**src/rtl/brsk_pkg.sv**
```systemverilog
package brsk_pkg;

  typedef enum logic [1:0] {
    K_OTHER = 2'd0,
    K_SHORT = 2'd1,
    K_LBR   = 2'd2,
    K_LSKP  = 2'd3
  } brsk_kind_e;

  typedef struct packed {
    logic d_zero;
    logic df;
    logic q;
    logic ie;
  } brsk_flags_t;

  localparam int OP_W = 8;
  localparam int SEL_W = 3;
  localparam logic [3:0] GRP_SHORT = 4'h3;
  localparam logic [3:0] GRP_LONG  = 4'hC;

endpackage

```
**src/rtl/brsk_decode.sv**
```systemverilog
module brsk_decode
  import brsk_pkg::*;
(
  input  logic [OP_W-1:0]  opcode,
  output brsk_kind_e       kind,
  output logic [SEL_W-1:0] sel,
  output logic             invert
);

  always_comb begin
    kind   = K_OTHER;
    sel    = '0;
    invert = 1'b0;
    unique case (opcode[7:4])
      GRP_SHORT: begin
        kind   = K_SHORT;
        sel    = opcode[2:0];
        invert = opcode[3];
      end
      GRP_LONG: begin
        sel = {1'b0, opcode[1:0]};
        if (opcode[2]) begin
          // skip codes use the opposite polarity of bit 3
          kind   = K_LSKP;
          invert = ~opcode[3];
        end else begin
          kind   = K_LBR;
          invert = opcode[3];
        end
      end
      default: begin
        kind = K_OTHER;
      end
    endcase
  end

endmodule

```
**src/rtl/brsk_cond.sv**
```systemverilog
module brsk_cond
  import brsk_pkg::*;
#(
  parameter int EF_N = 4
) (
  input  brsk_kind_e       kind,
  input  logic [SEL_W-1:0] sel,
  input  logic             invert,
  input  brsk_flags_t      flags,
  input  logic [EF_N-1:0]  ef,
  output logic             cond
);

  localparam int N_SEL  = 1 << SEL_W;
  localparam int EF_BASE = 4;

  logic [N_SEL-1:0] base_vec;

  // selector 0: unconditional, except the non-inverted skip code tests IE
  assign base_vec[0] = (kind == K_LSKP && !invert) ? flags.ie : 1'b1;
  assign base_vec[1] = flags.q;
  assign base_vec[2] = flags.d_zero;
  assign base_vec[3] = flags.df;

  for (genvar g = 0; g < N_SEL - EF_BASE; g++) begin : g_ef
    if (g < EF_N) begin : g_line
      assign base_vec[EF_BASE + g] = ef[g];
    end else begin : g_tie
      assign base_vec[EF_BASE + g] = 1'b0;
    end
  end

  always_comb begin
    if (kind == K_OTHER) cond = 1'b0;
    else                 cond = base_vec[sel] ^ invert;
  end

endmodule

```
**src/rtl/brsk_pcgen.sv**
```systemverilog
module brsk_pcgen
  import brsk_pkg::*;
#(
  parameter int BYTE_W = 8,
  localparam int PC_W = 2 * BYTE_W
) (
  input  brsk_kind_e        kind,
  input  logic              cond,
  input  logic [PC_W-1:0]   pc,
  input  logic [BYTE_W-1:0] byte_first,
  input  logic [BYTE_W-1:0] byte_second,
  output logic [PC_W-1:0]   pc_next,
  output logic [1:0]        used_bytes,
  output logic              loaded
);

  logic [PC_W-1:0] pc_step1;
  logic [PC_W-1:0] pc_step2;

  assign pc_step1 = pc + PC_W'(1);
  assign pc_step2 = pc + PC_W'(2);

  always_comb begin
    pc_next    = pc;
    used_bytes = 2'd0;
    loaded     = 1'b0;
    unique case (kind)
      K_SHORT: begin
        if (cond) begin
          pc_next    = {pc[PC_W-1:BYTE_W], byte_first};
          used_bytes = 2'd1;
          loaded     = 1'b1;
        end else begin
          pc_next = pc_step1;
        end
      end
      K_LBR: begin
        if (cond) begin
          pc_next    = {byte_first, byte_second};
          used_bytes = 2'd2;
          loaded     = 1'b1;
        end else begin
          pc_next = pc_step2;
        end
      end
      K_LSKP: begin
        pc_next = cond ? pc_step2 : pc;
      end
      default: begin
        pc_next = pc;
      end
    endcase
  end

endmodule

```
**src/rtl/brsk_unit.sv**
```systemverilog
module brsk_unit
  import brsk_pkg::*;
#(
  parameter int BYTE_W = 8,
  parameter int EF_N = 4,
  localparam int PC_W = 2 * BYTE_W
) (
  input  logic              clk,
  input  logic              rst,
  input  logic              in_valid,
  input  logic [7:0]        opcode,
  input  logic              d_zero,
  input  logic              df,
  input  logic              q,
  input  logic              ie,
  input  logic [EF_N-1:0]   ef,
  input  logic [PC_W-1:0]   pc_in,
  input  logic [BYTE_W-1:0] opnd_a,
  input  logic [BYTE_W-1:0] opnd_b,
  output logic              out_valid,
  output logic [PC_W-1:0]   nxt_pc,
  output logic [1:0]        opnd_bytes,
  output logic              jump,
  output logic              ctl_hit
);

  brsk_kind_e       kind_c;
  logic [SEL_W-1:0] sel_c;
  logic             inv_c;
  logic             cond_c;
  brsk_flags_t      flags_c;
  logic [PC_W-1:0]  pc_c;
  logic [1:0]       used_c;
  logic             load_c;

  assign flags_c = '{d_zero: d_zero, df: df, q: q, ie: ie};

  brsk_decode u_dec (
    .opcode (opcode),
    .kind   (kind_c),
    .sel    (sel_c),
    .invert (inv_c)
  );

  brsk_cond #(.EF_N(EF_N)) u_cond (
    .kind   (kind_c),
    .sel    (sel_c),
    .invert (inv_c),
    .flags  (flags_c),
    .ef     (ef),
    .cond   (cond_c)
  );

  brsk_pcgen #(.BYTE_W(BYTE_W)) u_pc (
    .kind        (kind_c),
    .cond        (cond_c),
    .pc          (pc_in),
    .byte_first  (opnd_a),
    .byte_second (opnd_b),
    .pc_next     (pc_c),
    .used_bytes  (used_c),
    .loaded      (load_c)
  );

  always_ff @(posedge clk) begin
    if (rst) begin
      out_valid  <= 1'b0;
      nxt_pc     <= '0;
      opnd_bytes <= 2'd0;
      jump       <= 1'b0;
      ctl_hit    <= 1'b0;
    end else begin
      out_valid <= in_valid;
      if (in_valid) begin
        nxt_pc     <= pc_c;
        opnd_bytes <= used_c;
        jump       <= load_c;
        ctl_hit    <= (kind_c != K_OTHER);
      end
    end
  end

  // a request yields a result one edge later, idle cycles do not
  a_r2_valid_follows: assert property (@(posedge clk) disable iff (rst)
    in_valid |=> out_valid);
  a_r2_idle_quiet: assert property (@(posedge clk) disable iff (rst)
    !in_valid |=> (!out_valid && $stable(nxt_pc)));

  // taken short branch keeps the page, takes the low byte from the operand
  a_r4_short_page: assert property (@(posedge clk) disable iff (rst)
    (in_valid && kind_c == K_SHORT && load_c) |=>
      (nxt_pc[PC_W-1:BYTE_W] == $past(pc_in[PC_W-1:BYTE_W]) &&
       nxt_pc[BYTE_W-1:0] == $past(opnd_a) && opnd_bytes == 2'd1));

  // failed long branch steps over both address bytes
  a_r8_long_fall: assert property (@(posedge clk) disable iff (rst)
    (in_valid && kind_c == K_LBR && !cond_c) |=>
      (nxt_pc == $past(pc_in) + PC_W'(2) && !jump));

  // skips never load a target or consume operands
  a_r9_skip_quiet: assert property (@(posedge clk) disable iff (rst)
    (in_valid && kind_c == K_LSKP) |=> (!jump && opnd_bytes == 2'd0));

  // foreign opcodes pass the counter through
  a_r10_passthru: assert property (@(posedge clk) disable iff (rst)
    (in_valid && opcode[7:4] != GRP_SHORT && opcode[7:4] != GRP_LONG) |=>
      (nxt_pc == $past(pc_in) && !jump && !ctl_hit && opnd_bytes == 2'd0));

endmodule

```
**config.mk**
```make
export PLATFORM = sky130hd
export DESIGN_NAME = brsk_unit
export DESIGN_NICKNAME = d
export VERILOG_FILES = /design/src/rtl/brsk_pkg.sv /design/src/rtl/brsk_decode.sv /design/src/rtl/brsk_cond.sv /design/src/rtl/brsk_pcgen.sv /design/src/rtl/brsk_unit.sv
export SDC_FILE = /design/constraint.sdc
export NUM_CORES = 1
export LEC_CHECK = 0
export BUFFER_PORTS_ARGS = -buffer_cell sky130_fd_sc_hd__buf_2
export CAP_MARGIN = 15
export CORE_MARGIN = 8
export CORE_UTILIZATION = 55
export CTS_CLUSTER_SIZE = 24
export DETAILED_ROUTE_END_ITERATION = 10
export GPL_TIMING_DRIVEN = 0
export PLACE_DENSITY = 0.84
export REMOVE_ABC_BUFFERS = 1
export SETUP_SLACK_MARGIN = 0.02
export SYNTH_ARGS = -nofsm -noshare
export SYNTH_HDL_FRONTEND = slang
export SYNTH_HIERARCHICAL = 1
export SYNTH_SLANG_ARGS = --single-unit
```
**constraint.sdc**
```tcl
create_clock -name clk -period 7.1 [get_ports clk]
set_input_delay 0.355 -clock clk [delete_from_list [all_inputs] [get_ports clk]]
set_output_delay 0.355 -clock clk [all_outputs]
set_load 0.005 [all_outputs]
```
==> reports/qor.yml <==
maxCapViolations: 0
cts_root_buf: "clkbuf_8"
num_vias: 2931
std_cell_rows: 24
gp_congestion: 0.930
synth_top_area_share_pct: 16.8
p_total_uw: 334
muxShareOfSynthArea_pct: 12.6
avgSynthCellArea_um2: 7.28
worstPathRequired_ns: 7.25
yosys_most_used_dff: "dfxtp_1"
cts_tree: "yes"
setup_slack_ns: 2.95
cts_buffers: 3
via_per_inst: 6.68
coreArea_um2: 4380
yosysSeqAreaShare_pct: 16.8
synth_seq_cells: 21
startpoint_type: "input port"
ant_nets: 0
final_cell_area_um2: 2860
yosysWarningCount: 6
synth-edff-count: 0
grt_overflow: 0
final-setup-viol-count: 0
postCtsSetupRepairBufs: 0
initial_core_util_pct: 57.1
worst-path-max-fanout: 24
synthCells: 344
p_leak_nw: 1.21
grt_max_degree: 39
syn2layout_area_growth_pct: 14.1
yosysTopAreaCell: "dfxtp_1"
cts_buffer_depth: 2
clkTransAtPathRegs_ns: 0.09
outcome: "finished, final reports clean"
layout-drive-gt1-share_pct: 23.3
ys_types: 66
ctsHoldBuffers: 0
maxSlewHeadroom_pct: 29.3
fin_setup_tns_ns: 0
dpl_cell_area_um2: 2780
nFillCells: 374
drt-wirelength-per-cell_um: 17.6
ios: 72
firstDrtPassIters: 5
grt_pass1_vias: 2687
synth_compound_area_share_pct: 28.7
nets: 445
post-route-min-period_ns: 4.15
hpwlAfterDp_mm: 5.30
antenna_found_initial: 0
synth_simple_gate_area_share_pct: 27.0
grt_first_pass_wirelength_mm: 12.6
post-route-drc-count: 0
worstPathArrival_ns: 4.30
syn-cell-area_um2: 2500
max-vdd-ir-drop_v: 0.0000770
die_h_um: 83.5
fmax_mhz: 241
dp_slack_ns: 2.77
min_path_type: "in -> reg"
async_flop_share_pct: 0
insertedDiodeCount: 0
h-tree-depth: 1
grt.total_usage_pct: 20.6
worstMarginPinSlew_ns: 1.06
final_common_cell: "buf_2"
slew_violations: 0
final_cell_mix: "71 x buf_2, 36 x nor2_1, 33 x nand2_1, 26 x mux2i_1"
finClkSkew_ns: 0
hold_viol: 0
synth_xor_area_share_pct: 2.80
grt_setup_unrepaired: "no"
power.density_nw_per_um2: 117
fp.dieArea_um2: 6970
fin_crit_sh_pct: 58.4
clkSinkCount: 21
cts.repair.resized: 0
routed_wl_mm: 7.71
crit_path_end_kind: "register"
critPathKind: "in -> reg"
synth_top_family_by_area: "compound AO/OA/AOI/OAI gates"
die_w_um: 83.5
yosys-top-cells-area: "dfxtp_1 17%, mux2i_1 11%, nor2_1 5.4%"
io_buffers: 71
synth_fa_ha_area_share_pct: 3.00
insertion_delay_ns: 0.26
drt-initial-drc-count: 370
## sequential cells by signal, summed over array words and instances, names as in the netlist
name / cells
out_valid: 1
jump: 1
opnd_bytes: 2
nxt_pc: 16
ctl_hit: 1
## routing by layer
metal  vias to the layer above  global-route usage, %  share of wire [%]
met5                         -                      0                  0
met1                      1314                   25.1                 40
met3                        24                   5.08                 12
li1                       1377                      -                  -
met2                       216                   34.2                 46
met4                         0                   7.22                1.9
## power breakdown
| group | internal (mW) | total, mW | switching (mW) |
|---|---|---|---|
| clock | 0.0402 | 0.0862 | 0.0460 |
| sequential | 0.125 | 0.128 | 0.00308 |
| combinational | 0.0521 | 0.120 | 0.0682 |
| total | 0.217 | 0.334 | 0.117 |
## cell families after synthesis
kind of cell | Yosys count
simple gates | 131
compound gates | 101
buf+inv | 47
mux | 30
flops | 21
xor+xnor | 8
fa+ha+maj | 6
## stage by stage
| step | std cells | utilization (%) | hold WS (ns) |
|---|---|---|---|
| global route | 439 | 65.2 | 0.513 |
| global placement | 433 | 62.6 | 0.467 |
| CTS | 438 | 64.5 | 0.497 |
| finish | 439 | 65.2 | 0.485 |
| floorplan | 310 | - | 0.420 |
| detailed placement | 434 | 63.5 | 0.476 |
## worst paths after layout
check / start / endpoint / slack, ns / cells past startpoint
setup reg to reg: ctl_hit$_SDFFE_PP0P_ / ctl_hit$_SDFFE_PP0P_ / 6.45 / 2
setup / recovery: opcode[5] / nxt_pc[6]$_SDFFE_PP0P_ / 2.95 / 14
hold / removal: rst / nxt_pc[14]$_SDFFE_PP0P_ / 0.48 / 2
hold reg to reg: nxt_pc[5]$_SDFFE_PP0P_ / nxt_pc[5]$_SDFFE_PP0P_ / 0.48 / 2
## layout make-up
cell class	count	area, um2	share of cell area [%]
Inverter	13	48.8	1.71
Timing Repair Buffer	73	410	14.4
Tap cell	52	65.1	2.28
Sequential cell	21	420	14.7
Multi-Input combinational cell	276	1870	65.4
Clock buffer	4	45.0	1.58
## critical path, cell delays in order
cell and delay [ns]:
buf_2 0.10, and4bb_4 0.41, o21a_1 0.23, mux4_2 0.53, a22oi_2 0.21, mux2i_4 0.64, buf_16 0.23, clkinv_1 0.50
o21ai_0 0.48, a21oi_1 0.08, o31ai_1 0.20, o211ai_1 0.12, mux2i_1 0.14, nor2_1 0.07
## synthesized netlist by cell type (6+ instances only)
library cell	instances
nor2_1	36
nand2_1	33
mux2i_1	27
a21oi_1	21
dfxtp_1	21
clkbuf_1	16
o21ai_0	14
inv_1	11
nand3_1	10
nor3_1	9
nor4_1	8
buf_1	7
buf_2	6
ha_1	6
or3_1	6
(Power assumes the default switching activity.)
